File: src/rtl/sts_line_pkg.sv
package sts_line_pkg;
    typedef enum logic [1:0] {
        ST_IDLE      = 2'd0,
        ST_WAIT_TURN = 2'd1,
        ST_ASSERT    = 2'd2,
        ST_PARK_HIGH = 2'd3
    } sts_state_e;

    typedef struct packed {
        logic pend;
        logic other_last;
    } sts_track_t;

    typedef struct packed {
        logic err;
    } sts_drive_t;
endpackage

File: src/rtl/sts_line_fsm.sv
module sts_line_fsm
    import sts_line_pkg::*;
#(
    parameter int PARK_CYCLES = 1,
    parameter int GAP_CYCLES  = 1
) (
    input  logic       clk,
    input  logic       rst_n,
    input  logic       grant_i,
    input  logic       assert_req_i,
    input  logic       release_req_i,
    input  logic       line_in_i,
    input  logic       pend_i,
    input  logic       other_last_i,
    output sts_state_e state_o,
    output logic       to_assert_o
);
    localparam int MAXC = (PARK_CYCLES > GAP_CYCLES) ? PARK_CYCLES : GAP_CYCLES;
    localparam int CW   = (MAXC > 1) ? $clog2(MAXC) : 1;
    localparam logic [CW-1:0] PARK_LAST = CW'(PARK_CYCLES - 1);
    localparam logic [CW-1:0] GAP_LAST  = CW'(GAP_CYCLES - 1);

    typedef struct packed {
        sts_state_e    state;
        logic [CW-1:0] cnt;
    } fsm_t;

    fsm_t fsm_d, fsm_q;
    logic want;

    always_comb begin
        fsm_d = fsm_q;
        want  = pend_i | assert_req_i;
        case (fsm_q.state)
            ST_IDLE: begin
                if (want && !release_req_i && grant_i && line_in_i) begin
                    fsm_d.cnt   = '0;
                    fsm_d.state = other_last_i ? ST_WAIT_TURN : ST_ASSERT;
                end
            end
            ST_WAIT_TURN: begin
                if (release_req_i) begin
                    fsm_d.state = ST_IDLE;
                end else if (fsm_q.cnt == GAP_LAST) begin
                    fsm_d.state = (grant_i && line_in_i) ? ST_ASSERT : ST_IDLE;
                end else begin
                    fsm_d.cnt = fsm_q.cnt + 1'b1;
                end
            end
            ST_ASSERT: begin
                if (release_req_i || !grant_i) begin
                    fsm_d.state = ST_PARK_HIGH;
                    fsm_d.cnt   = '0;
                end
            end
            default: begin
                if (fsm_q.cnt == PARK_LAST) begin
                    fsm_d.state = ST_IDLE;
                end else begin
                    fsm_d.cnt = fsm_q.cnt + 1'b1;
                end
            end
        endcase
        if (!rst_n) begin
            fsm_d.state = ST_IDLE;
            fsm_d.cnt   = '0;
        end
    end

    always_ff @(posedge clk) begin
        fsm_q <= fsm_d;
    end

    assign state_o     = fsm_q.state;
    assign to_assert_o = (fsm_d.state == ST_ASSERT);
endmodule

File: src/rtl/sts_line_track.sv
module sts_line_track
    import sts_line_pkg::*;
(
    input  logic clk,
    input  logic rst_n,
    input  logic assert_req_i,
    input  logic release_req_i,
    input  logic line_in_i,
    input  logic driving_i,
    input  logic to_assert_i,
    output logic pend_o,
    output logic other_last_o
);
    sts_track_t trk_d, trk_q;

    always_comb begin
        trk_d      = trk_q;
        trk_d.pend = (trk_q.pend | assert_req_i) & ~release_req_i;
        if (!driving_i && !line_in_i) begin
            trk_d.other_last = 1'b1;
        end
        if (to_assert_i) begin
            trk_d.pend       = 1'b0;
            trk_d.other_last = 1'b0;
        end
        if (!rst_n) begin
            trk_d.pend       = 1'b0;
            trk_d.other_last = 1'b1;
        end
    end

    always_ff @(posedge clk) begin
        trk_q <= trk_d;
    end

    assign pend_o       = trk_q.pend;
    assign other_last_o = trk_q.other_last;
endmodule

File: src/rtl/sts_line_drive.sv
module sts_line_drive
    import sts_line_pkg::*;
(
    input  logic       clk,
    input  logic       rst_n,
    input  sts_state_e state_i,
    input  logic       line_in_i,
    output logic       line_out_o,
    output logic       line_oe_o,
    output logic       park_err_o
);
    sts_drive_t drv_d, drv_q;

    always_comb begin
        drv_d.err = (state_i == ST_PARK_HIGH) && !line_in_i;
        if (!rst_n) begin
            drv_d.err = 1'b0;
        end
    end

    always_ff @(posedge clk) begin
        drv_q <= drv_d;
    end

    assign line_oe_o  = (state_i == ST_ASSERT) || (state_i == ST_PARK_HIGH);
    assign line_out_o = (state_i != ST_ASSERT);
    assign park_err_o = drv_q.err;
endmodule

File: src/rtl/sts_line_ctrl.sv
module sts_line_ctrl
    import sts_line_pkg::*;
#(
    parameter int PARK_CYCLES = 1,
    parameter int GAP_CYCLES  = 1
) (
    input  logic clk,
    input  logic rst_n,
    input  logic grant_i,
    input  logic assert_req_i,
    input  logic release_req_i,
    input  logic line_in_i,
    output logic line_out_o,
    output logic line_oe_o,
    output logic park_err_o
);
    sts_state_e state;
    logic       to_assert;
    logic       pend;
    logic       other_last;

    sts_line_fsm #(
        .PARK_CYCLES(PARK_CYCLES),
        .GAP_CYCLES (GAP_CYCLES)
    ) fsm_i (
        .clk          (clk),
        .rst_n        (rst_n),
        .grant_i      (grant_i),
        .assert_req_i (assert_req_i),
        .release_req_i(release_req_i),
        .line_in_i    (line_in_i),
        .pend_i       (pend),
        .other_last_i (other_last),
        .state_o      (state),
        .to_assert_o  (to_assert)
    );

    sts_line_track track_i (
        .clk          (clk),
        .rst_n        (rst_n),
        .assert_req_i (assert_req_i),
        .release_req_i(release_req_i),
        .line_in_i    (line_in_i),
        .driving_i    (line_oe_o),
        .to_assert_i  (to_assert),
        .pend_o       (pend),
        .other_last_o (other_last)
    );

    sts_line_drive drive_i (
        .clk       (clk),
        .rst_n     (rst_n),
        .state_i   (state),
        .line_in_i (line_in_i),
        .line_out_o(line_out_o),
        .line_oe_o (line_oe_o),
        .park_err_o(park_err_o)
    );
endmodule

File: config.mk
export PLATFORM = sky130hd
export DESIGN_NAME = sts_line_ctrl
export DESIGN_NICKNAME = d
export VERILOG_FILES = /design/src/rtl/sts_line_pkg.sv /design/src/rtl/sts_line_fsm.sv /design/src/rtl/sts_line_track.sv /design/src/rtl/sts_line_drive.sv /design/src/rtl/sts_line_ctrl.sv
export SDC_FILE = /design/constraint.sdc
export NUM_CORES = 1
export LEC_CHECK = 0
export BUFFER_PORTS_ARGS = -buffer_cell sky130_fd_sc_hd__buf_2
export CAP_MARGIN = 20
export CORE_AREA = 2 2 39 41
export CTS_CLUSTER_DIAMETER = 80
export DETAILED_ROUTE_END_ITERATION = 8
export DIE_AREA = 0 0 41 43
export PLACE_DENSITY = 0.49
export SLEW_MARGIN = 40
export SYNTH_ARGS = -nofsm -noshare
export SYNTH_HDL_FRONTEND = slang
export SYNTH_SLANG_ARGS = --single-unit
File: constraint.sdc
create_clock -name clk -period 1.15 [get_ports clk]
set_input_delay 0.1725 -clock clk [delete_from_list [all_inputs] [get_ports clk]]
set_output_delay 0.1725 -clock clk [all_outputs]
set_load 0.03 [all_outputs]
# Yosys cells after proc, flatten, opt, wreduce, memory -nomap -nowiden
# Index checks and enable logic that the tools add are counted.
[totals]
regBits = 6
input_bits = 6
out_inout_bits = 3
word_cells = 47
[classes]
n_addsub = 1
n_eq_ne = 8
muxes = 13
bitwise = 4
reduce_logical = 16
[op_table]
columns = ["cell", "n"]
rows = [
  ["2-to-1 mux 2 bit", 5],
  ["2-to-1 mux 3 bit", 3],
  ["case mux 3 bit (3 select lines)", 1],
  ["equality test 2 bit (second input constant)", 3],
  ["logical AND 1 bit", 6],
  ["inequality test 2 bit (second input constant)", 3],
  ["logical NOT 1 bit", 4],
  ["2-to-1 mux 1 bit", 4],
  ["AND reduction 3 bit", 1],
  ["equality test 2 x 1 -> 1 bit (second input constant)", 1],
  ["logical NOT 2 bit", 1],
  ["logical OR 1 bit", 2],
  ["inequality test 2 x 1 -> 1 bit (second input constant)", 1],
  ["NOT 1 bit", 2],
  ["nonzero test 2 bit", 1],
  ["OR reduction 2 bit", 1],
  ["adder 1 bit (second input constant)", 1],
  ["AND 1 bit", 1],
  ["bitwise OR 1 bit", 1],
]

# Depth between registers and ports, before layout
[logic_depth]
word_depth = 9
mapped_depth = 4

# Cells and area by module
# Synthesis repeated with hierarchy kept, for this count alone.
[unflattened]
cells_unflattened = 28
area_unflattened_um2 = 260.2
[by_module_without_submodules]
columns = ["module", "n_inst", "cells_per_inst", "area_each_um2", "seq_area_each_um2"]
rows = [
  ["sts_line_fsm", 1, 18, 142.6, 40.0],
  ["sts_line_track", 1, 6, 77.6, 40.0],
  ["sts_line_drive", 1, 4, 40.0, 20.0],
]

# Worst setup path after synthesis
# OpenSTA, ideal clock, no wires.
[synth_path]
path_kind = "flip-flop to flip-flop"
startpoint = "reg fsm_i.fsm_q, in the netlist fsm_i.state_o[1]"
endpoint = "reg track_i.trk_q, in the netlist track_i.pend_o"
setup_ps = 120
t_arrival_ps = 874
t_required_ps = 1030
slack_ps = 157
stages_incl_launch_ff = 5
period_less_slack_ps = 993
path_cell_list = "dfxtp_1 -> nor2b_2 -> inv_2 -> a21oi_1 -> nor3b_2"
[synth_between]
elab_chain_cells = 6
word_cells_on_any_way = 12
[synth_rtl]
columns = ["element", "line", "text"]
rows = [
  ["from (decl)", "sts_line_fsm.sv:28", "fsm_t fsm_d, fsm_q;"],
  ["from (signal assigned)", "sts_line_fsm.sv:71", "fsm_q <= fsm_d;"],
  ["2-to-1 mux 2 bit", "sts_line_fsm.sv:44", "end else if (fsm_q.cnt == GAP_LAST) begin"],
  ["2-to-1 mux 2 bit", "sts_line_fsm.sv:42", "if (release_req_i) begin"],
  ["case mux 3 bit (3 select lines) *", "sts_line_fsm.sv:34", "case (fsm_q.state)"],
  ["2-to-1 mux 3 bit *", "sts_line_fsm.sv:64", "if (!rst_n) begin"],
  ["equality test 2 bit *", "sts_line_fsm.sv:75", "assign to_assert_o = (fsm_d.state == ST_ASSERT);"],
  ["OR reduction 2 bit (no source line) *", "n/a", ""],
  ["to (signal assigned)", "sts_line_track.sv:33", "trk_q <= trk_d;"],
  ["to (decl)", "sts_line_track.sv:14", "sts_track_t trk_d, trk_q;"],
]
# Every way passes the cells marked *; elsewhere a longest branch is shown, timed or not. The select of a mux whose other input is x is not followed.
# A chain may end at the register's enable or synchronous reset.

# Worst setup path after layout
[layout_path]
startpoint = "reg fsm_i.fsm_q, in the netlist fsm_i.state_o[1]"
endpoint = "out line_out_o"
[layout_between]
elab_chain_cells = 1
[layout_rtl]
columns = ["element", "line", "text"]
rows = [
  ["inequality test 2 bit", "sts_line_drive.sv:26", "assign line_out_o = (state_i != ST_ASSERT);"],
  ["to (decl)", "sts_line_ctrl.sv:13", "output logic line_out_o,"],
]
# Every way passes these cells.

==> results.py <==
metrics = {
    "outcome": {
        "outcome": "finished, final reports clean",
    },
    "setup_path": {
        "worstPathArrival_ns": 0.94,
        "endpoint_kind": "output port",
        "critPathMaxFanout": 6,
        "crit_type": "reg2out",
        "max_stage_delay_ns": 0.36,
        "crit_required_ns": 0.98,
        "worst_setup_path_start_kind": "flip-flop",
        "path_cells": "nor2b_4, inv_2, buf_4",
        "r2r_start": "fsm_i.state_o[1]",
        "crit_slowest_cell": "dfxtp_4",
        "critPathLaunch": "fsm_i.state_o[1]",
    },
    "floorplanning": {
        "fp.dieH_um": 43,
        "die_w_um": 41,
        "io_pins": 9,
        "core_um2": 1384,
        "start_util": 0.1926,
        "rows": 14,
        "dieArea_um2": 1763,
    },
    "synth": {
        "netlist.top_cell.by_area": "dfxtp_1",
        "synth_fa_ha_area_frac": 0,
        "synthXorXnorAreaFrac": 0,
        "synth_cells": 29,
        "synth_top_family_by_area": "simple AND/OR/NAND/NOR gates",
        "yosysTopAreaCellShare": 0.3756,
        "yosys_warnings": 0,
        "synthTopCellsByCount": "5 x dfxtp_1, 2 x inv_2, 2 x nand2b_1, 2 x nand3b_1, 2 x nor2b_2",
        "synth_nets": 35,
        "synthSimpleGateAreaFrac": 0.4413,
        "synth_compound_area_frac": 0.1408,
        "ys.flop_type": "dfxtp_1",
        "synth_area_leaders": "dfxtp_1 38%, nor2b_2 6.6%, nand3b_1 5.6%",
        "synth_area_um2": 266.5,
        "synthMostInstantiatedCell": "dfxtp_1",
        "syn_avg_cell_area_um2": 9.190,
        "async_reset_ff_frac": 0,
        "synth-seq-cells": 5,
        "ys_types": 21,
        "synthMuxAreaShare": 0,
        "synth.yosys.seq_area_share": 0.3756,
        "synth-edff-count": 0,
    },
    "finish": {
        "utilization": 0.2722,
        "area_growth_syn_to_layout_pct": 41.31,
        "diodes": 0,
        "drive_above_1_share": 0.5238,
        "fin_nets": 49,
        "fin_cells": 58,
    },
    "timing": {
        "final.period_utilization": 0.9659,
        "skew_ns": 0.0004947,
        "timing.final.crit_period_ns": 1.111,
        "timing.setup.tns_ns": 0,
        "drv_slew": 0,
        "worst_slack_ns": 0.03921,
        "fmax_mhz": 900.3,
        "rsz0062_at_grt": "no",
        "tightest_slew_ns": 0.1910,
        "setup_viol": 0,
        "max-slew-margin-rel": 0.8724,
        "hold_violations": 0,
        "holdWs_ns": 0.1347,
    },
    "drt": {
        "avgRoutedWirePerCell_um": 9.966,
        "vias_per_cell": 4.241,
        "top_layer": "met3",
        "wl_um": 578,
        "wl_met2_um": 244,
        "ant_nets": 0,
        "wl_met3_um": 41,
        "drtIter0Drc": 4,
        "drc": 0,
        "num_vias": 246,
        "wl_met1_um": 292,
        "dr.pass1.iters": 2,
    },
    "global_routing": {
        "grt_pass1_wl_um": 917,
        "grt_pass1_vias": 233,
        "antenna_found_initial": 0,
        "overflow": 0,
        "grt_max_degree": 8,
        "grt_usage": 0.07956,
    },
    "hold_path": {
        "hp-start": "rst_n",
        "hold_class": "in2reg",
    },
    "place": {
        "routabilityCongestion": 0.7106,
        "io_buffers": 8,
        "dp_cells": 52,
        "dp_slack_ns": 0.1317,
    },
    "clocking": {
        "path_clk_slew_ns": 0.04,
        "clkLatencyLatePin_ns": 0.24,
        "cts_tree": "yes",
        "cts_buffer_depth": 2,
        "cts-root-buf": "clkbuf_4",
        "cts_buffers": 3,
        "htreeDepth": 1,
        "clock-sinks": 5,
    },
    "pwr": {
        "ir_drop_mv": 0.6900,
        "powerDensity_nw_per_um2": 1101,
        "leakagePower_uw": 0.0001599,
    },
    "run": {
        "drv_cap": 0,
    },
}
## cell type report
class	instances	area, µm²
Tap cell	16	20.02
Inverter	2	7.507
Sequential cell	5	105.1
Timing Repair Buffer	10	57.56
Multi-Input combinational cell	21	160.2
Clock buffer	4	26.28
Fill cell	158	1007
## critical path, delay by kind of cell, from the launching register on
kind / cells / cell delay (ns)
buffers and inverters: 2 / 0.20
DFF: 1 / 0.36
and+or+nand+nor: 1 / 0.15
## power breakdown
part	switching, µW	internal (µW)	leakage [µW]
Sequential	3.02	175	0.0000418
Combinational	18.4	19.3	0.000103
Clock	68.2	131	0.0000150
Total	89.6	325	0.000160
## layout by cell type, fill, tap and decap left out
master	count
clkbuf_1	1
dfxtp_4	1
dfxtp_2	1
nor2_4	1
nor2b_1	1
or3_4	1
and2_1	1
nor2b_2	1
a211oi_1	1
buf_2	7
inv_2	2
o21ai_0	1
nor3b_2	1
nand4b_1	1
a21o_1	1
a21oi_1	1
o22ai_1	1
buf_4	3
nor2b_4	1
nand3b_1	2
nor3b_1	1
dfxtp_1	3
nand3_1	1
nand2_1	1
nand2b_1	2
a31oi_1	1
clkbuf_4	3
## timing repair
| action | in CTS | in global routing |
|---|---|---|
| gates resized for setup | 4 | 2 |
| hold endpoints to repair | 0 | 0 |
| hold buffers | 0 | 0 |
| pin swaps | 0 | 0 |
| endpoints found under the setup margin | 1 | 1 |
| setup buffers | 0 | 2 |
## flip-flops by register name, indices dropped and copies added, names as in the netlist
name,count
track_i.other_last_o,1
track_i.pend_o,1
fsm_i.state_o,2
drive_i.park_err_o,1
## path summary, 6_finish.rpt
path	slack, ns	cells after the start	endpoint
max	0.04	3	line_out_o
min	0.13	2	track_i.other_last_o
max reg2reg	0.13	4	fsm_i.state_o[0]
min reg2reg	0.49	1	fsm_i.state_o[0]
## through the flow
step / instance area, µm² / total power, µW
global route: 376.6 / 445.8
CTS: 359.1 / 424.0
finish: 376.6 / 414.6
detailed placement: 322.8 / 219.6
global placement: 322.8 / 220.0
floorplan: 266.5 / 203.1
## layer usage
layer | global-route usage | vias up
met5 | 0 | -
met4 | 0.02000 | 0
met3 | 0.06283 | 0
met2 | 0.1000 | 7
met1 | 0.1039 | 112
li1 | - | 127
## cells by family (layout without fill, tap and decap cells)
group	Yosys count	count (layout)
buf+inv	3	16
compound gates	6	6
simple gates	15	15
flops	5	5
(Power assumes the default switching activity.)
